<file path="src/rtl/brra_pkg.sv">
package brra_pkg;

    typedef enum logic [2:0] {
        ST_IDLE,
        ST_FETCH_A,
        ST_WAIT_A,
        ST_FETCH_B,
        ST_WAIT_B,
        ST_STREAM
    } brra_state_e;

endpackage

</file>
<file path="src/rtl/brra_span_calc.sv">
module brra_span_calc #(
    parameter int ADDR_W     = 32,
    parameter int LINE_BYTES = 16,
    parameter int BC_W       = 3,
    localparam int OFF_W     = $clog2(LINE_BYTES),
    localparam int SUM_W     = OFF_W + 2
) (
    input  logic [ADDR_W-1:0] addr_i,
    input  logic [BC_W-1:0]   burst_i,
    output logic [ADDR_W-1:0] first_line_o,
    output logic [OFF_W-1:0]  offset_o,
    output logic              straddle_o
);

    logic [SUM_W-1:0] end_byte;

    always_comb begin
        offset_o     = addr_i[OFF_W-1:0];
        first_line_o = {addr_i[ADDR_W-1:OFF_W], {OFF_W{1'b0}}};
        end_byte     = SUM_W'(addr_i[OFF_W-1:0]) + SUM_W'({burst_i, 2'b00});
        straddle_o   = end_byte > SUM_W'(LINE_BYTES);
    end

endmodule

</file>
<file path="src/rtl/brra_word_pick.sv">
module brra_word_pick #(
    parameter int LINE_BYTES = 16,
    localparam int PAIR_BITS = 16 * LINE_BYTES,
    localparam int IDX_W     = $clog2(LINE_BYTES) + 1
) (
    input  logic [PAIR_BITS-1:0] pair_i,
    input  logic [IDX_W-1:0]     byte_idx_i,
    output logic [31:0]          word_o
);

    always_comb begin
        word_o = '0;
        for (int i = 0; i < 4; i++) begin
            word_o[8*i +: 8] = pair_i[PAIR_BITS-1-8*(int'(byte_idx_i)+i) -: 8];
        end
    end

endmodule

</file>
<file path="src/rtl/burst_read_aligner.sv">
module burst_read_aligner #(
    parameter int ADDR_W     = 32,
    parameter int LINE_BYTES = 16,
    parameter int MAX_BURST  = 4,
    localparam int BC_W      = $clog2(MAX_BURST) + 1,
    localparam int OFF_W     = $clog2(LINE_BYTES),
    localparam int IDX_W     = OFF_W + 1,
    localparam int LINE_BITS = 8 * LINE_BYTES
) (
    input  logic                 clk,
    input  logic                 rst_n,
    input  logic                 up_read,
    input  logic [ADDR_W-1:0]    up_address,
    input  logic [BC_W-1:0]      up_burstcount,
    output logic                 up_waitrequest,
    output logic [31:0]          up_readdata,
    output logic                 up_readdatavalid,
    output logic                 dn_req_valid,
    input  logic                 dn_req_ready,
    output logic [ADDR_W-1:0]    dn_req_addr,
    input  logic                 dn_rsp_valid,
    input  logic [LINE_BITS-1:0] dn_rsp_data
);
    import brra_pkg::*;

    typedef struct packed {
        brra_state_e            state;
        logic [ADDR_W-1:0]      line;
        logic                   two;
        logic [OFF_W-1:0]       off;
        logic [BC_W-1:0]        bc;
        logic [BC_W-1:0]        cnt;
        logic [2*LINE_BITS-1:0] pair;
    } regs_t;

    regs_t r_d, r_q;

    logic [ADDR_W-1:0] span_line;
    logic [OFF_W-1:0]  span_off;
    logic              span_two;
    logic [IDX_W-1:0]  pick_idx;
    logic [31:0]       pick_word;

    brra_span_calc #(
        .ADDR_W(ADDR_W), .LINE_BYTES(LINE_BYTES), .BC_W(BC_W)
    ) u_span (
        .addr_i       (up_address),
        .burst_i      (up_burstcount),
        .first_line_o (span_line),
        .offset_o     (span_off),
        .straddle_o   (span_two)
    );

    assign pick_idx = IDX_W'(r_q.off) + IDX_W'({r_q.cnt, 2'b00});

    brra_word_pick #(
        .LINE_BYTES(LINE_BYTES)
    ) u_pick (
        .pair_i     (r_q.pair),
        .byte_idx_i (pick_idx),
        .word_o     (pick_word)
    );

    always_comb begin
        r_d = r_q;
        unique case (r_q.state)
            ST_IDLE: begin
                if (up_read) begin
                    r_d.line  = span_line;
                    r_d.off   = span_off;
                    r_d.two   = span_two;
                    r_d.bc    = up_burstcount;
                    r_d.cnt   = '0;
                    r_d.state = ST_FETCH_A;
                end
            end
            ST_FETCH_A: if (dn_req_ready) r_d.state = ST_WAIT_A;
            ST_WAIT_A: begin
                if (dn_rsp_valid) begin
                    r_d.pair[2*LINE_BITS-1 -: LINE_BITS] = dn_rsp_data;
                    r_d.state = r_q.two ? ST_FETCH_B : ST_STREAM;
                end
            end
            ST_FETCH_B: if (dn_req_ready) r_d.state = ST_WAIT_B;
            ST_WAIT_B: begin
                if (dn_rsp_valid) begin
                    r_d.pair[LINE_BITS-1:0] = dn_rsp_data;
                    r_d.state = ST_STREAM;
                end
            end
            ST_STREAM: begin
                r_d.cnt = r_q.cnt + 1'b1;
                if (r_q.cnt == r_q.bc - 1'b1) r_d.state = ST_IDLE;
            end
            default: r_d.state = ST_IDLE;
        endcase
    end

    always_ff @(posedge clk or negedge rst_n) begin
        if (!rst_n) begin
            r_q <= '{state: ST_IDLE, default: '0};
        end else begin
            r_q <= r_d;
        end
    end

    assign up_waitrequest   = (r_q.state != ST_IDLE);
    assign up_readdatavalid = (r_q.state == ST_STREAM);
    assign up_readdata      = pick_word;
    assign dn_req_valid     = (r_q.state == ST_FETCH_A) || (r_q.state == ST_FETCH_B);
    assign dn_req_addr      = (r_q.state == ST_FETCH_B) ? r_q.line + ADDR_W'(LINE_BYTES) : r_q.line;

    // a stalled line request holds its address
    a_r3_req_hold: assert property (@(posedge clk) disable iff (!rst_n)
        dn_req_valid && !dn_req_ready |=> dn_req_valid && $stable(dn_req_addr));

    // fetch addresses are line aligned
    a_r4_line_aligned: assert property (@(posedge clk) disable iff (!rst_n)
        dn_req_valid |-> dn_req_addr[OFF_W-1:0] == '0);

    // no beat while a fetch is pending
    a_r8_no_beat_in_fetch: assert property (@(posedge clk) disable iff (!rst_n)
        dn_req_valid |-> !up_readdatavalid);

    // an accepted read makes the port busy next cycle
    a_r2_busy_after_accept: assert property (@(posedge clk) disable iff (!rst_n)
        up_read && !up_waitrequest |=> up_waitrequest);

    // beat index stays inside the burst
    a_r6_beat_in_range: assert property (@(posedge clk) disable iff (!rst_n)
        up_readdatavalid |-> r_q.cnt < r_q.bc);

endmodule

</file>
<file path="config.mk">
export PLATFORM = sky130hd
export DESIGN_NAME = burst_read_aligner
export DESIGN_NICKNAME = d
export VERILOG_FILES = /design/src/rtl/brra_pkg.sv /design/src/rtl/brra_span_calc.sv /design/src/rtl/brra_word_pick.sv /design/src/rtl/burst_read_aligner.sv
export SDC_FILE = /design/constraint.sdc
export NUM_CORES = 1
export LEC_CHECK = 0
export BUFFER_PORTS_ARGS = -buffer_cell sky130_fd_sc_hd__buf_2
export CORE_MARGIN = 3
export CORE_UTILIZATION = 55
export DETAILED_ROUTE_END_ITERATION = 6
export HOLD_SLACK_MARGIN = 0.05
export PLACE_DENSITY = 0.76
export SLEW_MARGIN = 20
export SYNTH_ARGS = -nofsm -noshare
export SYNTH_HDL_FRONTEND = slang
export SYNTH_SLANG_ARGS = --single-unit
export TNS_END_PERCENT = 30
</file>
<file path="constraint.sdc">
create_clock -name clk -period 7.65 [get_ports clk]
set_clock_uncertainty 0.1 [all_clocks]
set_input_delay 1.53 -clock clk [delete_from_list [all_inputs] [get_ports clk]]
set_output_delay 1.53 -clock clk [all_outputs]
set_load 0.02 [all_outputs]
</file>
==> flow_summary.json <==
{
  "num-fill-cells": 2872,
  "netlist_area_um2": 20500,
  "drt-total-wl_um": 61600,
  "vias_per_cell": 7.05,
  "drt_iter0_drc": 1852,
  "min_from": "r_q[261]$_DFFE_PN0P_",
  "seq_area_um2": 7460,
  "hpwl_um": 43900,
  "path_class": "reg -> out",
  "clk_path_buf_depth": 3,
  "cts-root-buf": "clkbuf_16",
  "post_cts_buffers": 0,
  "ys_ff_latch": 298,
  "core_um2": 36700,
  "cts_hold_buf": 0,
  "arrival_ns": 4.79,
  "synthArstFlopShare_pct": 100,
  "syn2layout_area_growth_pct": 11.8,
  "synth_edf_count": 0,
  "yosysSeqAreaShare_pct": 36.3,
  "finalCritPeriodShare_pct": 83.9,
  "syn_inst": 1606,
  "hold_depth": 2,
  "fmax_ghz": 0.156,
  "grt_pass1_vias": 15900,
  "reg2reg_slack_ns": 4.63,
  "synthDistinctLibCells": 68,
  "path_max_fanout": 74,
  "r2r-start": "r_q[299]$_DFFE_PN0P_",
  "top_regs": "r_q: 298 flops",
  "fin_setup_tns_ns": 0,
  "largest_reg_flops": 298,
  "whs_endpoint": "r_q[261]$_DFFE_PN0P_",
  "grt_util_all_layers_pct": 31.1,
  "worst_setup_path_start_kind": "flip-flop",
  "period_minus_slack_ns": 6.42,
  "drive_gt1_share_pct": 46.5,
  "routedWlPerCell_um": 27.4,
  "cts.sink_count": 298,
  "top_register": "r_q",
  "antenna_found_initial": 1,
  "crit_required_ns": 6.02,
  "cts_buffers": 34,
  "avgSynthCellArea_um2": 12.8,
  "worst_pin_slew_ns": 1.15,
  "die_x_um": 199,
  "grt_max_degree": 164,
  "final-hold-violation-count": 0,
  "diodes": 0,
  "rsz0062_at_grt": "no",
  "initial_utilization_pct": 56.0,
  "cts_tree": "done",
  "rr_endpoint": "r_q[112]$_DFFE_PN0P_",
  "report.final.slew_viol_count": 0,
  "fp-row-count": 70,
  "grt-ovfl-total": 0,
  "fin_util_pct": 62.6,
  "fp.dieH_um": 199,
  "status": "completed",
  "worst-r2r-cell-count": 4,
  "vias": 15900,
  "drc_errors": 0,
  "ant_nets": 0,
  "ios": 235,
  "io_buffers": 230,
  "cap_viol_max_count": 0,
  "die_area_um2": 39700,
  "cts.repair.resized": 0,
  "gp_congestion": 0.962,
  "max-slew-margin-rel_pct": 23.5,
  "hp-class": "reg -> reg",
  "setup-violations-final": 0,
  "first_pass_iters": 6,
  "synth-main-ff-cell": "dfrtp_1",
  "yosys_warnings": 0,
  "clkSlewWorstSetupHoldPaths_ns": 0.06,
  "multiInputGateArea_um2": 12400,
  "clock_latency_ns": 0.52,
  "grt_pass1_wl_um": 94000,
  "endpoint_kind": "primary output",
  "nets": 1942,
  "h-tree-depth": 2
}
## cells in the mapped netlist (23+ instances only)
| master | instances | area [µm²] |
|---|---|---|
| clkbuf_1 | 50 | 188 |
| a221oi_1 | 23 | 201 |
| buf_2 | 50 | 250 |
| mux4_2 | 234 | 5270 |
| nand2_1 | 195 | 732 |
| buf_4 | 24 | 180 |
| nor2_1 | 52 | 195 |
| nand3_1 | 32 | 160 |
| mux2i_1 | 66 | 661 |
| a21oi_1 | 28 | 140 |
| mux2_2 | 260 | 2930 |
| dfrtp_1 | 298 | 7460 |
| o21ai_0 | 39 | 195 |
## critical path, stage by stage, from the launching register on
cell,delay (ns)
dfrtp_4,0.74
inv_1,0.29
ha_4,0.97
buf_4,0.80
mux4_2,0.42
mux2_2,0.27
a21oi_1,0.27
o21ai_0,0.22
buf_2,0.24
## routing by layer
layer	vias to the layer above	GRT usage [%]	wire length [µm]
li1	6554	-	-
met1	8028	37.7	20800
met2	1050	53.8	31400
met3	237	5.78	5880
met4	2	15.0	3620
met5	-	0	13
## logic make-up after synthesis
logic type	synth area share [%]
flip-flops	36.3
XOR/XNOR	2.13
adder cells (fa/ha/maj)	0.804
buffers and inverters	3.70
multiplexers	43.1
AO/OA/AOI/OAI	6.62
other	0.0183
AND/OR/NAND/NOR	7.30
## area by class of cell
cell class	count	share of cell area (%)
Tap cell	468	2.55
Inverter	16	0.261
Sequential cell	298	32.5
Clock inverter	12	0.539
Timing Repair Buffer	257	5.99
Multi-Input combinational cell	1155	54.0
Clock buffer	45	4.11
## how the worst max path moves through the flow
stage / from / cells after the start / slack [ns] / to
2_1_floorplan: r_q[262]$_DFFE_PN0P_ / 12 / 2.85 / up_readdata[25]
3_3_place_gp: r_q[263]$_DFFE_PN0P_ / 8 / 1.93 / up_readdata[31]
3_5_place_dp: r_q[263]$_DFFE_PN0P_ / 10 / 1.81 / up_readdata[9]
4_1_cts: r_q[263]$_DFFE_PN0P_ / 10 / 1.25 / up_readdata[9]
5_1_grt: r_q[263]$_DFFE_PN0P_ / 10 / 0.85 / up_readdata[9]
6_report: r_q[263]$_DFFE_PN0P_ / 8 / 1.23 / up_readdata[31]
## placed cells by master, fill, tap and decap left out, types with 23 or more instances in the layout
cell type	n
dfrtp_1	296
mux4_2	234
mux2i_1	66
buf_2	229
clkbuf_16	35
nor2_1	52
a21oi_1	28
buf_4	26
nand3_1	32
o21ai_0	39
nand2_1	194
a221oi_1	23
mux2_2	260
## through the flow
| step | hold slack [ns] | cells | area (µm²) | setup slack, ns |
|---|---|---|---|---|
| 2_1_floorplan | 0.350 | 1609 | 20600 | 2.85 |
| 3_3_place_gp | 0.368 | 2194 | 21900 | 1.93 |
| 3_5_place_dp | 0.380 | 2194 | 21900 | 1.81 |
| 4_1_cts | 0.393 | 2251 | 23000 | 1.25 |
| 5_1_grt | 0.417 | 2251 | 23000 | 0.855 |
| 6_report | 0.391 | 2251 | 23000 | 1.23 |
Power is not shown: default switching activity piles up to over one toggle a cycle in this logic, so the estimate is an artifact.
